`config.mk`:
```
export PLATFORM = sky130hd
export DESIGN_NAME = segxlate_walker
export DESIGN_NICKNAME = d
export VERILOG_FILES = /design/src/rtl/segxlate_pkg.sv /design/src/rtl/segxlate_dmcache.sv /design/src/rtl/segxlate_perm.sv /design/src/rtl/segxlate_walker.sv
export SDC_FILE = /design/constraint.sdc
export NUM_CORES = 2
export LEC_CHECK = 0
export BUFFER_PORTS_ARGS = -buffer_cell sky130_fd_sc_hd__buf_2
export CORE_ASPECT_RATIO = 1.2
export CORE_MARGIN = 5
export CORE_UTILIZATION = 63
export CTS_BUF_LIST = sky130_fd_sc_hd__clkbuf_8 sky130_fd_sc_hd__clkbuf_16
export DETAILED_ROUTE_END_ITERATION = 10
export GPL_ROUTABILITY_DRIVEN = 1
export PLACE_DENSITY = 0.8
export SYNTH_ARGS = -nofsm -noshare
export SYNTH_HDL_FRONTEND = slang
export SYNTH_HIERARCHICAL = 1
export SYNTH_SLANG_ARGS = --single-unit
```
`constraint.sdc`:
```
create_clock -name clk -period 7.74 [get_ports clk]
set_input_delay 0.387 -clock clk [delete_from_list [all_inputs] [get_ports clk]]
set_output_delay 0.387 -clock clk [all_outputs]
set_load 0.005 [all_outputs]
```
`src/rtl/segxlate_pkg.sv`:
```
package segxlate_pkg;

  localparam int VA_W   = 32;
  localparam int SEC_W  = 2;
  localparam int SEG_W  = 13;
  localparam int OFS_W  = 17;
  localparam int PG_W   = 6;
  localparam int POFS_W = 11;
  localparam int NSEC   = 1 << SEC_W;
  localparam int FRM_W  = VA_W - POFS_W;
  localparam int PKEY_W = SEC_W + SEG_W + PG_W;

  typedef enum logic [3:0] {
    FLT_NONE        = 4'd0,
    FLT_SDT_LEN     = 4'd1,
    FLT_SD_INVALID  = 4'd2,
    FLT_SD_INDIRECT = 4'd3,
    FLT_SEG_ABSENT  = 4'd4,
    FLT_PDT_ABSENT  = 4'd5,
    FLT_PDT_LEN     = 4'd6,
    FLT_ACCESS      = 4'd7,
    FLT_SEG_OFS     = 4'd8,
    FLT_OBJ_TRAP    = 4'd9,
    FLT_PAGE_ABSENT = 4'd10,
    FLT_PAGE_WRITE  = 4'd11
  } fault_e;

  typedef enum logic [2:0] {
    ACC_READ       = 3'd0,
    ACC_WRITE      = 3'd1,
    ACC_IFETCH     = 3'd2,
    ACC_IFETCH_AD  = 3'd3,
    ACC_ADDR_FETCH = 3'd4,
    ACC_OPER_FETCH = 3'd5,
    ACC_MOVE_XL    = 3'd6,
    ACC_LOCK_READ  = 3'd7
  } acc_e;

  typedef struct packed {
    logic [OFS_W-1:0] size;
    logic [6:0]       rsvd;
    logic [1:0]       perm;
    logic             cacheable;
    logic             trap;
    logic             indirect;
    logic             contig;
    logic             present;
    logic             valid;
  } sd_word0_t;

  typedef struct packed {
    logic [FRM_W-1:0] frame;
    logic [8:0]       rsvd;
    logic             wprot;
    logic             present;
  } pd_word_t;

  typedef enum logic [2:0] {
    ST_IDLE, ST_SD0, ST_SD1, ST_PD, ST_CHECK, ST_DONE
  } walk_state_e;

endpackage

```
`src/rtl/segxlate_dmcache.sv`:
```
module segxlate_dmcache #(
  parameter int IDX_W  = 3,
  parameter int TAG_W  = 8,
  parameter int DATA_W = 32
) (
  input  logic              clk,
  input  logic              rst_n,
  input  logic [IDX_W-1:0]  rd_idx,
  input  logic [TAG_W-1:0]  rd_tag,
  output logic              rd_hit,
  output logic [DATA_W-1:0] rd_data,
  input  logic              wr_en,
  input  logic [IDX_W-1:0]  wr_idx,
  input  logic [TAG_W-1:0]  wr_tag,
  input  logic [DATA_W-1:0] wr_data
);
  localparam int NENT = 1 << IDX_W;

  logic [NENT-1:0]   valid_q;
  logic [TAG_W-1:0]  tag_q  [NENT];
  logic [DATA_W-1:0] data_q [NENT];

  always_ff @(posedge clk or negedge rst_n) begin
    if (!rst_n) begin
      valid_q <= '0;
    end else if (wr_en) begin
      valid_q[wr_idx] <= 1'b1;
    end
  end

  always_ff @(posedge clk) begin
    if (wr_en) begin
      tag_q[wr_idx]  <= wr_tag;
      data_q[wr_idx] <= wr_data;
    end
  end

  assign rd_hit  = valid_q[rd_idx] && (tag_q[rd_idx] == rd_tag);
  assign rd_data = data_q[rd_idx];

  AST_FILL_THEN_HIT: assert property (@(posedge clk) disable iff (!rst_n)
    (wr_en && rd_idx == wr_idx && rd_tag == wr_tag) |=> rd_hit || !$stable(rd_idx) || !$stable(rd_tag));

endmodule

```
`src/rtl/segxlate_perm.sv`:
```
module segxlate_perm
  import segxlate_pkg::*;
(
  input  logic [1:0] perm,
  input  acc_e       acc,
  output logic       allow
);
  always_comb begin
    unique case (perm)
      2'd0: allow = 1'b0;
      2'd1: allow = (acc == ACC_IFETCH) || (acc == ACC_IFETCH_AD);
      2'd2: allow = (acc == ACC_IFETCH) || (acc == ACC_IFETCH_AD) ||
                    (acc == ACC_ADDR_FETCH) || (acc == ACC_OPER_FETCH) ||
                    (acc == ACC_MOVE_XL);
      default: allow = 1'b1;
    endcase
  end
endmodule

```
`src/rtl/segxlate_walker.sv`:
```
module segxlate_walker
  import segxlate_pkg::*;
#(
  parameter int SDC_IDX_W = 3,
  parameter int PDC_IDX_W = 4
) (
  input  logic                clk,
  input  logic                rst_n,
  input  logic                xlate_en_i,
  input  logic [NSEC*32-1:0]  sect_base_i,
  input  logic [NSEC*SEG_W-1:0] sect_len_i,
  input  logic                req_valid_i,
  output logic                req_ready_o,
  input  logic [VA_W-1:0]     req_va_i,
  input  logic [2:0]          req_acc_i,
  input  logic                req_fc_i,
  output logic                mem_req_valid_o,
  input  logic                mem_req_ready_i,
  output logic [31:0]         mem_addr_o,
  input  logic                mem_rsp_valid_i,
  input  logic [31:0]         mem_rsp_data_i,
  output logic                done_o,
  output logic [VA_W-1:0]     pa_o,
  output logic                fault_o,
  output logic [3:0]          fault_code_o,
  output logic [VA_W-1:0]     fault_addr_o,
  output logic [VA_W-1:0]     last_va_o
);
  localparam int SDC_IW  = SEC_W + SDC_IDX_W;
  localparam int SDC_TW  = SEG_W - SDC_IDX_W;
  localparam int PDC_TW  = PKEY_W - PDC_IDX_W;

  // ---------------- state ----------------
  walk_state_e state_q, state_d;
  logic [VA_W-1:0] va_q;
  acc_e            acc_q;
  logic            fc_q, pend_q, pd_hit_q, byp_q;
  sd_word0_t       sd0_q;
  logic [31:0]     sd1_q;
  pd_word_t        pd_q;

  // ---------------- field extraction ----------------
  logic [SEC_W-1:0]  in_sec, q_sec;
  logic [SEG_W-1:0]  in_seg, q_seg;
  logic [PG_W-1:0]   in_pg, q_pg;
  logic [OFS_W-1:0]  q_ofs;
  logic [POFS_W-1:0] q_pofs;

  assign in_sec = req_va_i[VA_W-1 -: SEC_W];
  assign in_seg = req_va_i[OFS_W +: SEG_W];
  assign in_pg  = req_va_i[POFS_W +: PG_W];
  assign q_sec  = va_q[VA_W-1 -: SEC_W];
  assign q_seg  = va_q[OFS_W +: SEG_W];
  assign q_pg   = va_q[POFS_W +: PG_W];
  assign q_ofs  = va_q[OFS_W-1:0];
  assign q_pofs = va_q[POFS_W-1:0];

  function automatic logic pdt_over(input sd_word0_t sd, input logic [PG_W-1:0] pg);
    return ({{(OFS_W-PG_W-2){1'b0}}, pg, 2'b00} >= sd.size);
  endfunction

  // ---------------- caches ----------------
  logic              sdc_hit, sdc_wr;
  logic [63:0]       sdc_rdata;
  logic              pdc_hit, pdc_wr;
  logic [31:0]       pdc_rdata;
  logic [PKEY_W-1:0] in_pkey, q_pkey;

  assign in_pkey = {in_sec, in_seg, in_pg};
  assign q_pkey  = {q_sec, q_seg, q_pg};

  segxlate_dmcache #(.IDX_W(SDC_IW), .TAG_W(SDC_TW), .DATA_W(64)) u_sdc (
    .clk     (clk),
    .rst_n   (rst_n),
    .rd_idx  ({in_sec, in_seg[SDC_IDX_W-1:0]}),
    .rd_tag  (in_seg[SEG_W-1:SDC_IDX_W]),
    .rd_hit  (sdc_hit),
    .rd_data (sdc_rdata),
    .wr_en   (sdc_wr),
    .wr_idx  ({q_sec, q_seg[SDC_IDX_W-1:0]}),
    .wr_tag  (q_seg[SEG_W-1:SDC_IDX_W]),
    .wr_data ({mem_rsp_data_i, sd0_q})
  );

  segxlate_dmcache #(.IDX_W(PDC_IDX_W), .TAG_W(PDC_TW), .DATA_W(32)) u_pdc (
    .clk     (clk),
    .rst_n   (rst_n),
    .rd_idx  (in_pkey[PDC_IDX_W-1:0]),
    .rd_tag  (in_pkey[PKEY_W-1:PDC_IDX_W]),
    .rd_hit  (pdc_hit),
    .rd_data (pdc_rdata),
    .wr_en   (pdc_wr),
    .wr_idx  (q_pkey[PDC_IDX_W-1:0]),
    .wr_tag  (q_pkey[PKEY_W-1:PDC_IDX_W]),
    .wr_data (mem_rsp_data_i)
  );

  // ---------------- permission ----------------
  logic perm_ok;
  segxlate_perm u_perm (.perm(sd0_q.perm), .acc(acc_q), .allow(perm_ok));

  // ---------------- memory port ----------------
  logic [31:0] sd_addr;
  logic        rsp_take, in_fetch;
  sd_word0_t   rsp_sd0, hit_sd0;
  pd_word_t    rsp_pd;

  assign sd_addr  = sect_base_i[q_sec*32 +: 32] + {{(32-SEG_W-3){1'b0}}, q_seg, 3'b000};
  assign in_fetch = (state_q == ST_SD0) || (state_q == ST_SD1) || (state_q == ST_PD);
  assign mem_req_valid_o = in_fetch && !pend_q;
  assign rsp_take = pend_q && mem_rsp_valid_i;
  assign rsp_sd0  = sd_word0_t'(mem_rsp_data_i);
  assign rsp_pd   = pd_word_t'(mem_rsp_data_i);
  assign hit_sd0  = sd_word0_t'(sdc_rdata[31:0]);

  always_comb begin
    unique case (state_q)
      ST_SD1:  mem_addr_o = sd_addr + 32'd4;
      ST_PD:   mem_addr_o = sd1_q + {{(32-PG_W-2){1'b0}}, q_pg, 2'b00};
      default: mem_addr_o = sd_addr;
    endcase
  end

  // ---------------- walk control ----------------
  logic            fin, fin_byp;
  fault_e          fin_code;
  logic [VA_W-1:0] fin_pa, fin_va;

  assign sdc_wr = (state_q == ST_SD1) && rsp_take && fc_q && sd0_q.cacheable;
  assign pdc_wr = (state_q == ST_PD) && rsp_take && fc_q && rsp_pd.present;

  always_comb begin
    state_d  = state_q;
    fin      = 1'b0;
    fin_byp  = 1'b0;
    fin_code = FLT_NONE;
    fin_pa   = '0;
    fin_va   = va_q;
    unique case (state_q)
      ST_IDLE: begin
        fin_va = req_va_i;
        if (req_valid_i) begin
          if (!xlate_en_i) begin
            fin = 1'b1; fin_byp = 1'b1; fin_pa = req_va_i;
          end else if (!sdc_hit) begin
            if (in_seg > sect_len_i[in_sec*SEG_W +: SEG_W]) begin
              fin = 1'b1; fin_code = FLT_SDT_LEN;
            end else begin
              state_d = ST_SD0;
            end
          end else if (!hit_sd0.contig && !pdc_hit) begin
            if (pdt_over(hit_sd0, in_pg)) begin
              fin = 1'b1; fin_code = FLT_PDT_LEN;
            end else begin
              state_d = ST_PD;
            end
          end else begin
            state_d = ST_CHECK;
          end
        end
      end
      ST_SD0: if (rsp_take) begin
        if (!rsp_sd0.valid) begin
          fin = 1'b1; fin_code = FLT_SD_INVALID;
        end else if (rsp_sd0.indirect) begin
          fin = 1'b1; fin_code = FLT_SD_INDIRECT;
        end else if (!rsp_sd0.present) begin
          fin = 1'b1; fin_code = rsp_sd0.contig ? FLT_SEG_ABSENT : FLT_PDT_ABSENT;
        end else begin
          state_d = ST_SD1;
        end
      end
      ST_SD1: if (rsp_take) begin
        if (!sd0_q.contig && !pd_hit_q) begin
          if (pdt_over(sd0_q, q_pg)) begin
            fin = 1'b1; fin_code = FLT_PDT_LEN;
          end else begin
            state_d = ST_PD;
          end
        end else begin
          state_d = ST_CHECK;
        end
      end
      ST_PD: if (rsp_take) state_d = ST_CHECK;
      ST_CHECK: begin
        fin = 1'b1;
        if (fc_q && !perm_ok) begin
          fin_code = FLT_ACCESS;
        end else if (sd0_q.contig) begin
          if (q_ofs >= sd0_q.size)         fin_code = FLT_SEG_OFS;
          else if (fc_q && sd0_q.trap)     fin_code = FLT_OBJ_TRAP;
          else fin_pa = sd1_q + {{(VA_W-OFS_W){1'b0}}, q_ofs};
        end else begin
          if (!pd_q.present) fin_code = FLT_PAGE_ABSENT;
          else if (fc_q && pd_q.wprot &&
                   (acc_q == ACC_WRITE || acc_q == ACC_LOCK_READ))
            fin_code = FLT_PAGE_WRITE;
          else fin_pa = {pd_q.frame, q_pofs};
        end
      end
      ST_DONE: state_d = ST_IDLE;
      default: state_d = ST_IDLE;
    endcase
    if (fin) state_d = ST_DONE;
  end

  always_ff @(posedge clk or negedge rst_n) begin
    if (!rst_n) begin
      state_q      <= ST_IDLE;
      va_q         <= '0;
      acc_q        <= ACC_READ;
      fc_q         <= 1'b0;
      pend_q       <= 1'b0;
      pd_hit_q     <= 1'b0;
      byp_q        <= 1'b0;
      sd0_q        <= '0;
      sd1_q        <= '0;
      pd_q         <= '0;
      pa_o         <= '0;
      fault_o      <= 1'b0;
      fault_code_o <= '0;
      fault_addr_o <= '0;
      last_va_o    <= '0;
    end else begin
      state_q <= state_d;
      if (state_q == ST_IDLE && req_valid_i) begin
        va_q     <= req_va_i;
        acc_q    <= acc_e'(req_acc_i);
        fc_q     <= req_fc_i;
        byp_q    <= !xlate_en_i;
        pd_hit_q <= pdc_hit;
        if (sdc_hit) begin
          sd0_q <= hit_sd0;
          sd1_q <= sdc_rdata[63:32];
        end
        if (pdc_hit) pd_q <= pd_word_t'(pdc_rdata);
      end
      if (mem_req_valid_o && mem_req_ready_i) pend_q <= 1'b1;
      else if (rsp_take)                      pend_q <= 1'b0;
      if (rsp_take) begin
        unique case (state_q)
          ST_SD0:  sd0_q <= rsp_sd0;
          ST_SD1:  sd1_q <= mem_rsp_data_i;
          ST_PD:   pd_q  <= rsp_pd;
          default: ;
        endcase
      end
      if (fin) begin
        pa_o         <= fin_pa;
        fault_o      <= (fin_code != FLT_NONE);
        fault_code_o <= fin_code;
        if (fin_code != FLT_NONE) fault_addr_o <= fin_va;
        else if (!fin_byp)        last_va_o    <= fin_va;
      end
    end
  end

  assign req_ready_o = (state_q == ST_IDLE);
  assign done_o      = (state_q == ST_DONE);

  AST_DONE_PULSE: assert property (@(posedge clk) disable iff (!rst_n)
    done_o |=> !done_o);
  AST_MEM_HOLD: assert property (@(posedge clk) disable iff (!rst_n)
    (mem_req_valid_o && !mem_req_ready_i) |=> (mem_req_valid_o && $stable(mem_addr_o)));
  AST_ONE_OUTSTANDING: assert property (@(posedge clk) disable iff (!rst_n)
    (mem_req_valid_o && mem_req_ready_i) |=> !mem_req_valid_o);
  AST_FLAG_MATCHES_CODE: assert property (@(posedge clk) disable iff (!rst_n)
    done_o |-> (fault_o == (fault_code_o != 4'd0)));
  AST_BYPASS_CLEAN: assert property (@(posedge clk) disable iff (!rst_n)
    (done_o && byp_q) |-> (!fault_o && $stable(last_va_o)));
  AST_NO_READ_IDLE: assert property (@(posedge clk) disable iff (!rst_n)
    req_ready_o |-> !mem_req_valid_o);

endmodule

```
======== Yosys cells after proc, flatten, opt, wreduce, memory -nomap -nowiden ========
Memories as Yosys holds them, arrays and structs flattened.
Cells that the tools add are included.
word-level totals
  flip-flop bits (word level) ............. 286
  bits in writable memories ............... 3152
  input port bits ......................... 254
  logic and storage cells ................. 212
  memories kept ........................... 4
operators by class
  $add $sub $neg .......................... 4
  multiply operators ...................... 1
  magnitude comparators ................... 10
  equality and inequality tests ........... 28
  shift-type cells ........................ 2
  muxes and demuxes ....................... 92
  bitwise logic cells ..................... 4
  reductions and logical operators ........ 40
memory list
  memory        depth  bits a word  rd ports  clocked after memory_dff  write ports  line                    text
  u_sdc.data_q  32     64           1         0                         1            segxlate_dmcache.sv:21  logic [DATA_W-1:0] data_q [NENT];
  u_pdc.data_q  16     32           1         0                         1            segxlate_dmcache.sv:21
  u_sdc.tag_q   32     10           1         0                         1            segxlate_dmcache.sv:20  logic [TAG_W-1:0] tag_q [NENT];
  u_pdc.tag_q   16     17           1         0                         1            segxlate_dmcache.sv:20
operators by type and width
  kind                     count
  $mux W32                 21
  $pmux W32 S2             2
  $shiftx A128 B8 Y32      1
  $mux W3                  24
  $shiftx A52 B7 Y13       1
  $mux W4                  9
  $ge A8 B17 Y1            2
  $add A32 B16 Y32         1
  $add A32 B17 Y32         1
  $add A32 B3 Y32 const B  1
  $add A32 B8 Y32          1
  $or A32 B32 Y32          1
  $mux W1                  28
  $logic_and A1 B1 Y1      20
  $eq A3 B3 Y1 const B     6
  $ne A3 B3 Y1 const B     6
  $eq A17 B17 Y1           1
  $ge A17 B17 Y1           1
  $or A16 B16 Y16          1
  $pmux W4 S4              1
  $pmux W3 S5              1
  $gt A13 B13 Y1           1
  $eq A3 B2 Y1 const B     4
  $lt A5 B6 Y1 const B     2
  other kinds (28)         44

======== Depth between registers and ports, before layout ========
  word-level depth ........................ 13
  mapped depth ............................ 22
  depth with buffers taken out ............ 15

======== Cells and area by module ========
Netlist, hierarchy kept.
by module, submodules not included
  module                    instances  cells an instance  area an instance (sq um)  sequential area each (sq um)
  segxlate_dmcache (u_sdc)  1          3745               91241.3                   71909.0
  segxlate_dmcache (u_pdc)  1          1278               30717.0                   23943.0
  segxlate_walker           1          1724               16369.4                   5730.5
  segxlate_perm             1          6                  38.8                      0.0

======== Least setup slack after synthesis ========
OpenSTA, ideal clock, no wires.
  path kind ............................... register to output
  start ................................... reg va_q[30]
  end ..................................... out mem_addr_o[28]
  arrival time ............................ 5.763 ns
  required time ........................... 7.353 ns
  setup slack ............................. 1.590 ns
  stages on the path, launching flop included .. 18
  path buffers ............................ 6
  cell sequence ........................... dfrtp_1 -> buf_4 -> buf_4 -> buf_1 -> clkbuf_1 -> mux4_2 -> ha_1 -> buf_6 -> a21oi_4 -> o22ai_2 -> or4_4 -> o211ai_4 -> nand4_2 -> or4b_1 -> buf_2 -> or4_4 -> o32a_1 -> o211ai_1
on the way
  word-level cells in the longest chain between the ends .. 4
RTL lines
  what                      line                    text
  start: declaration        segxlate_walker.sv:35   logic [VA_W-1:0] va_q;
  start signal: assignment  segxlate_walker.sv:227  va_q <= req_va_i;
  $shiftx A128 B8 Y32 *     segxlate_walker.sv:108  assign sd_addr = sect_base_i[q_sec*32 +: 32] + {{(32-SEG_W-3){1'b0}}, q_seg, 3'b000};
  $add A32 B16 Y32 *        segxlate_walker.sv:108
  $add A32 B3 Y32           segxlate_walker.sv:118  ST_SD1: mem_addr_o = sd_addr + 32'd4;
  $pmux W32 S2 *            segxlate_walker.sv:117  unique case (state_q)
  end: declaration          segxlate_walker.sv:19   output logic [31:0] mem_addr_o,
Mark *: on every way between the ends. The rest lies on a longest branch, timed or not.

======== Worst setup path after layout ========
Same ends and word-level chain as after synthesis.

==> key figures <==
Run status
  • Run status: completed

Placed design
  • GP Congestion: between 1 and 1.5
  • I/O Buffers: between 300 and 400
  • Post-detail-place hpwl: roughly 200000 um
  • Instance area at placement: around 0.13 mm^2

Finish
  • Layout cell share with drive strength beyond 1: a little under 30%
  • Number of fill cells in the layout: 10665
  • Register area: roughly 0.09 mm^2
  • Final Net Count: 6965
  • Area used by multi-input combinational logic: between 0.03 and 0.04 mm^2
  • Synth-to-Final Area Change: 12.4%
  • Non-Filler Cell Area, Final: approximately 0.14 mm^2

Worst setup path
  • Cell class contributing the biggest share of worst-path delay: simple AND/OR/NAND/NOR gates
  • Origin of the critical flop-to-flop path: u_pdc/tag_q[6][9]
  • Number of buffer and inverter stages on the critical path: 2
  • Cell at the slowest stage of the critical path: dfrtp_4
  • Crit. End Element: output port
  • Biggest fanout along the worst timing path: 42
  • List of cells traversed by the critical path: mux4_2, ha_1, inv_1, fa_1, nand2b_2, a211oi_4, nor2_1, xnor2_1, nand4_1, or4b_1, or4_4, o32a_1, o211ai_1, buf_2
  • Data arrival, critical path: between 6 and 7 ns
  • Number of cells on the worst reg-to-reg path: 16
  • Crit start category: register
  • Type of the worst setup path: reg2out
  • Peak per-stage delay on the critical path: between 0.9 and 1 ns
  • Endpoint of the worst register-to-register path: last_va_o[23]
  • Worst-case register-to-register setup slack: about 2.3 ns
  • Required time of the worst setup path: 7.35 ns

Die
  • Die ar.: between 0.2 and 0.25 mm^2
  • Effective utilization at floorplan: 63.1%
  • Die X-Extent: 409 um
  • Number of ports placed on the die boundary: around 400
  • Core Footprint: 0.191 mm^2
  • DIE HEIGHT: between 400 and 500 um
  • Num rows: 176

Power
  • Power dissipated by switching net loads: between 0.01 and 0.015 W
  • Cell-internal power: slightly below 0.03 W
  • Proportion of power drawn by the clock network: between 30% and 40%
  • Static power due to leakage: ~47 nW
  • Proportion of power drawn by combinational gates: between 10% and 20%
  • Max VDD drop: between 0.3 and 0.4 mV
  • Seq pwr share: between 40% and 50%
  • Post-layout total power: 0.0412 W
  • Sw frac: around 29%
  • Pwr Density: roughly 300 mW/mm^2

Drt
  • Total wire length after detailed routing: 374000 um
  • Count of unresolved DRC violations after routing: 0
  • Sum of met3 wire segment lengths after detailed routing: around 51000 um
  • Top layer in use: met5
  • WL/cell: around 40 um
  • Post-route ant nets: 0
  • Routed length on met1: 115000 um
  • Vias per cell: 7.41
  • Met2 wire len: approximately 180000 um
  • DRT Pass-1 Iters: 9
  • Vias: roughly 69000
  • First-iteration detailed-routing DRC count: ~12000

Clock tree
  • Clock tree from TritonCTS: done
  • Post-CTS setup buffers: 0
  • Total number of clock tree sinks: ~3000
  • CTS Root Cell: clkbuf_16
  • Number of H-tree levels: 5
  • Later-pin clock latency in the skew report: around 0.95 ns
  • Longest Clk Path Bufs: 4
  • Total CTS buffers: 290
  • Clock transition at the register clock pins on the worst setup and hold paths after CTS: roughly 0.060 ns

Hold path
  • Worst hold path stage count: 3
  • Startpoint of the tightest hold check path: req_va_i[18]
  • Hold-critical path endpoint: va_q[18]
  • Hold/Removal Path Class: in2reg

Synthesis
  • Post-Syn Area: 0.121 mm^2
  • Total nets after synthesis: about 6400
  • Number of standard cells after synthesis: just over 6000
  • Yosys warns: 6
  • Average cell area after synthesis: around 20 um^2

STA
  • Achievable frequency: 147 MHz
  • RSZ-0062 raised after global routing: no
  • Max-slew violation count: 0
  • Final worst clock skew: about 0.078 ns
  • Period Utilization, post-route: 87.7%
  • Min Tclk post-route: between 6 and 7 ns
  • Final setup violation count: 0
  • Setup total negative slack: 0 ns
  • Hold Fails Final Rpt: 0
  • Worst-Margin Slew: 1.38 ns
  • Worst relative slew slack: 8.26%

GRT
  • Global-route usage over all layers: around 38%
  • First-pass GRT wire length: 525000 um
  • Number of global-route vias before repair: around 70000
  • Antenna violations before repair: 16
  • Largest net degree at the start of global routing: 157
  • Overflow after GRT: 0

Flow run
  • Max-cap violations: 0
-- metrics by stage --
stage / instances / util, % / setup WS [ns] / hold slack, ns
floorplan: 6074 / - / 1.59 / 0.0914
global placement: 8783 / 66.1 / 1.57 / 0.445
detailed placement: 8784 / 66.1 / 1.51 / 0.449
CTS: 9329 / 70.9 / 0.960 / 0.00887
global route: 9331 / 70.9 / 0.655 / 0.0518
finish: 9341 / 70.9 / 0.953 / 0.0152
-- flip-flops by register name, summed over array words and instances, names as in the netlist --
signal	cells
sd1_q	32
va_q	32
u_sdc/valid_q	32
pd_q	23
last_va_o	32
pd_hit_q	1
pa_o	32
fault_code_o	4
u_sdc/tag_q	320
u_pdc/data_q	368
pend_q	1
fault_addr_o	32
u_pdc/valid_q	16
state_q	3
acc_q	3
u_sdc/data_q	1728
sd0_q	22
fc_q	1
u_pdc/tag_q	272
fault_o	1
-- cells in the final DEF (no fill, tap or decap), types with 22 or more instances in the layout --
master / n
nand4_1: 25
xor2_1: 45
a22oi_1: 25
xnor2_1: 81
nor2b_1: 27
inv_1: 133
a21o_1: 34
buf_2: 379
a21oi_1: 122
clkinv_1: 43
buf_4: 157
nand2_1: 392
dlygate4sd3_1: 44
mux4_2: 842
nand3_1: 40
mux2i_1: 141
mux2_2: 85
ha_1: 80
or2_2: 53
mux2_1: 22
nor2_4: 45
o21ai_0: 103
nor2_1: 152
edfxtp_1: 2688
clkbuf_16: 297
buf_12: 28
dfrtp_1: 264
nor3_1: 42
clkinv_2: 44
-- power by group through the flow --
stage | logic [W] | registers, W | clock network (W)
final | 0.00770 | 0.0201 | 0.0134
after global routing | 0.00820 | 0.0201 | 0.0143
after CTS | 0.00758 | 0.0200 | 0.0135
after detailed placement | 0.00744 | 0.0203 | 0
after global placement | 0.00721 | 0.0203 | 0
after floorplan | 0.00432 | 0.0200 | 0
-- per-layer routing --
metal	up-vias	global-route usage, %
met5	-	0
met4	12	21.2
met3	1518	10.7
met2	6679	60.6
met1	35040	46.4
li1	25948	-
-- what timing repair did --
action                                 4_1_cts  5_1_grt
resized for setup                            0        0
endpoints found under the hold margin      428        0
hold buffers                                44        0
-- area by class of cell --
cell class / instances / share of cell area (%)
Sequential cell: 2955 / 64.5
Multi-Input combinational cell: 2704 / 23.5
Clock buffer: 312 / 5.63
Timing Repair Buffer: 614 / 3.07
Tap cell: 2492 / 2.30
Clock inverter: 189 / 0.880
Inverter: 63 / 0.182
Antenna cell: 12 / 0.0221
-- worst max path at each step --
stage                 start        endpoint  cells past startpoint
3_5_place_dp   req_va_i[17]    last_va_o[0]                     15
2_1_floorplan      va_q[30]  mem_addr_o[28]                     17
6_report           va_q[30]  mem_addr_o[28]                     14
3_3_place_gp   req_va_i[18]    last_va_o[0]                     16
5_1_grt            va_q[30]  mem_addr_o[30]                     14
4_1_cts            va_q[30]  mem_addr_o[30]                     12
-- worst reg2reg max path: cells and delay by family, from the launching register on --
kind,cells,cell delay (ns)
AND/OR/NAND/NOR,6,1.84
buffers and inverters,1,0.27
AO/OA/AOI/OAI,6,2.15
multiplexers,2,0.58
flip-flops,1,0.37
XOR/XNOR,1,0.08
Note: power is estimated with default switching activity, not from simulation.
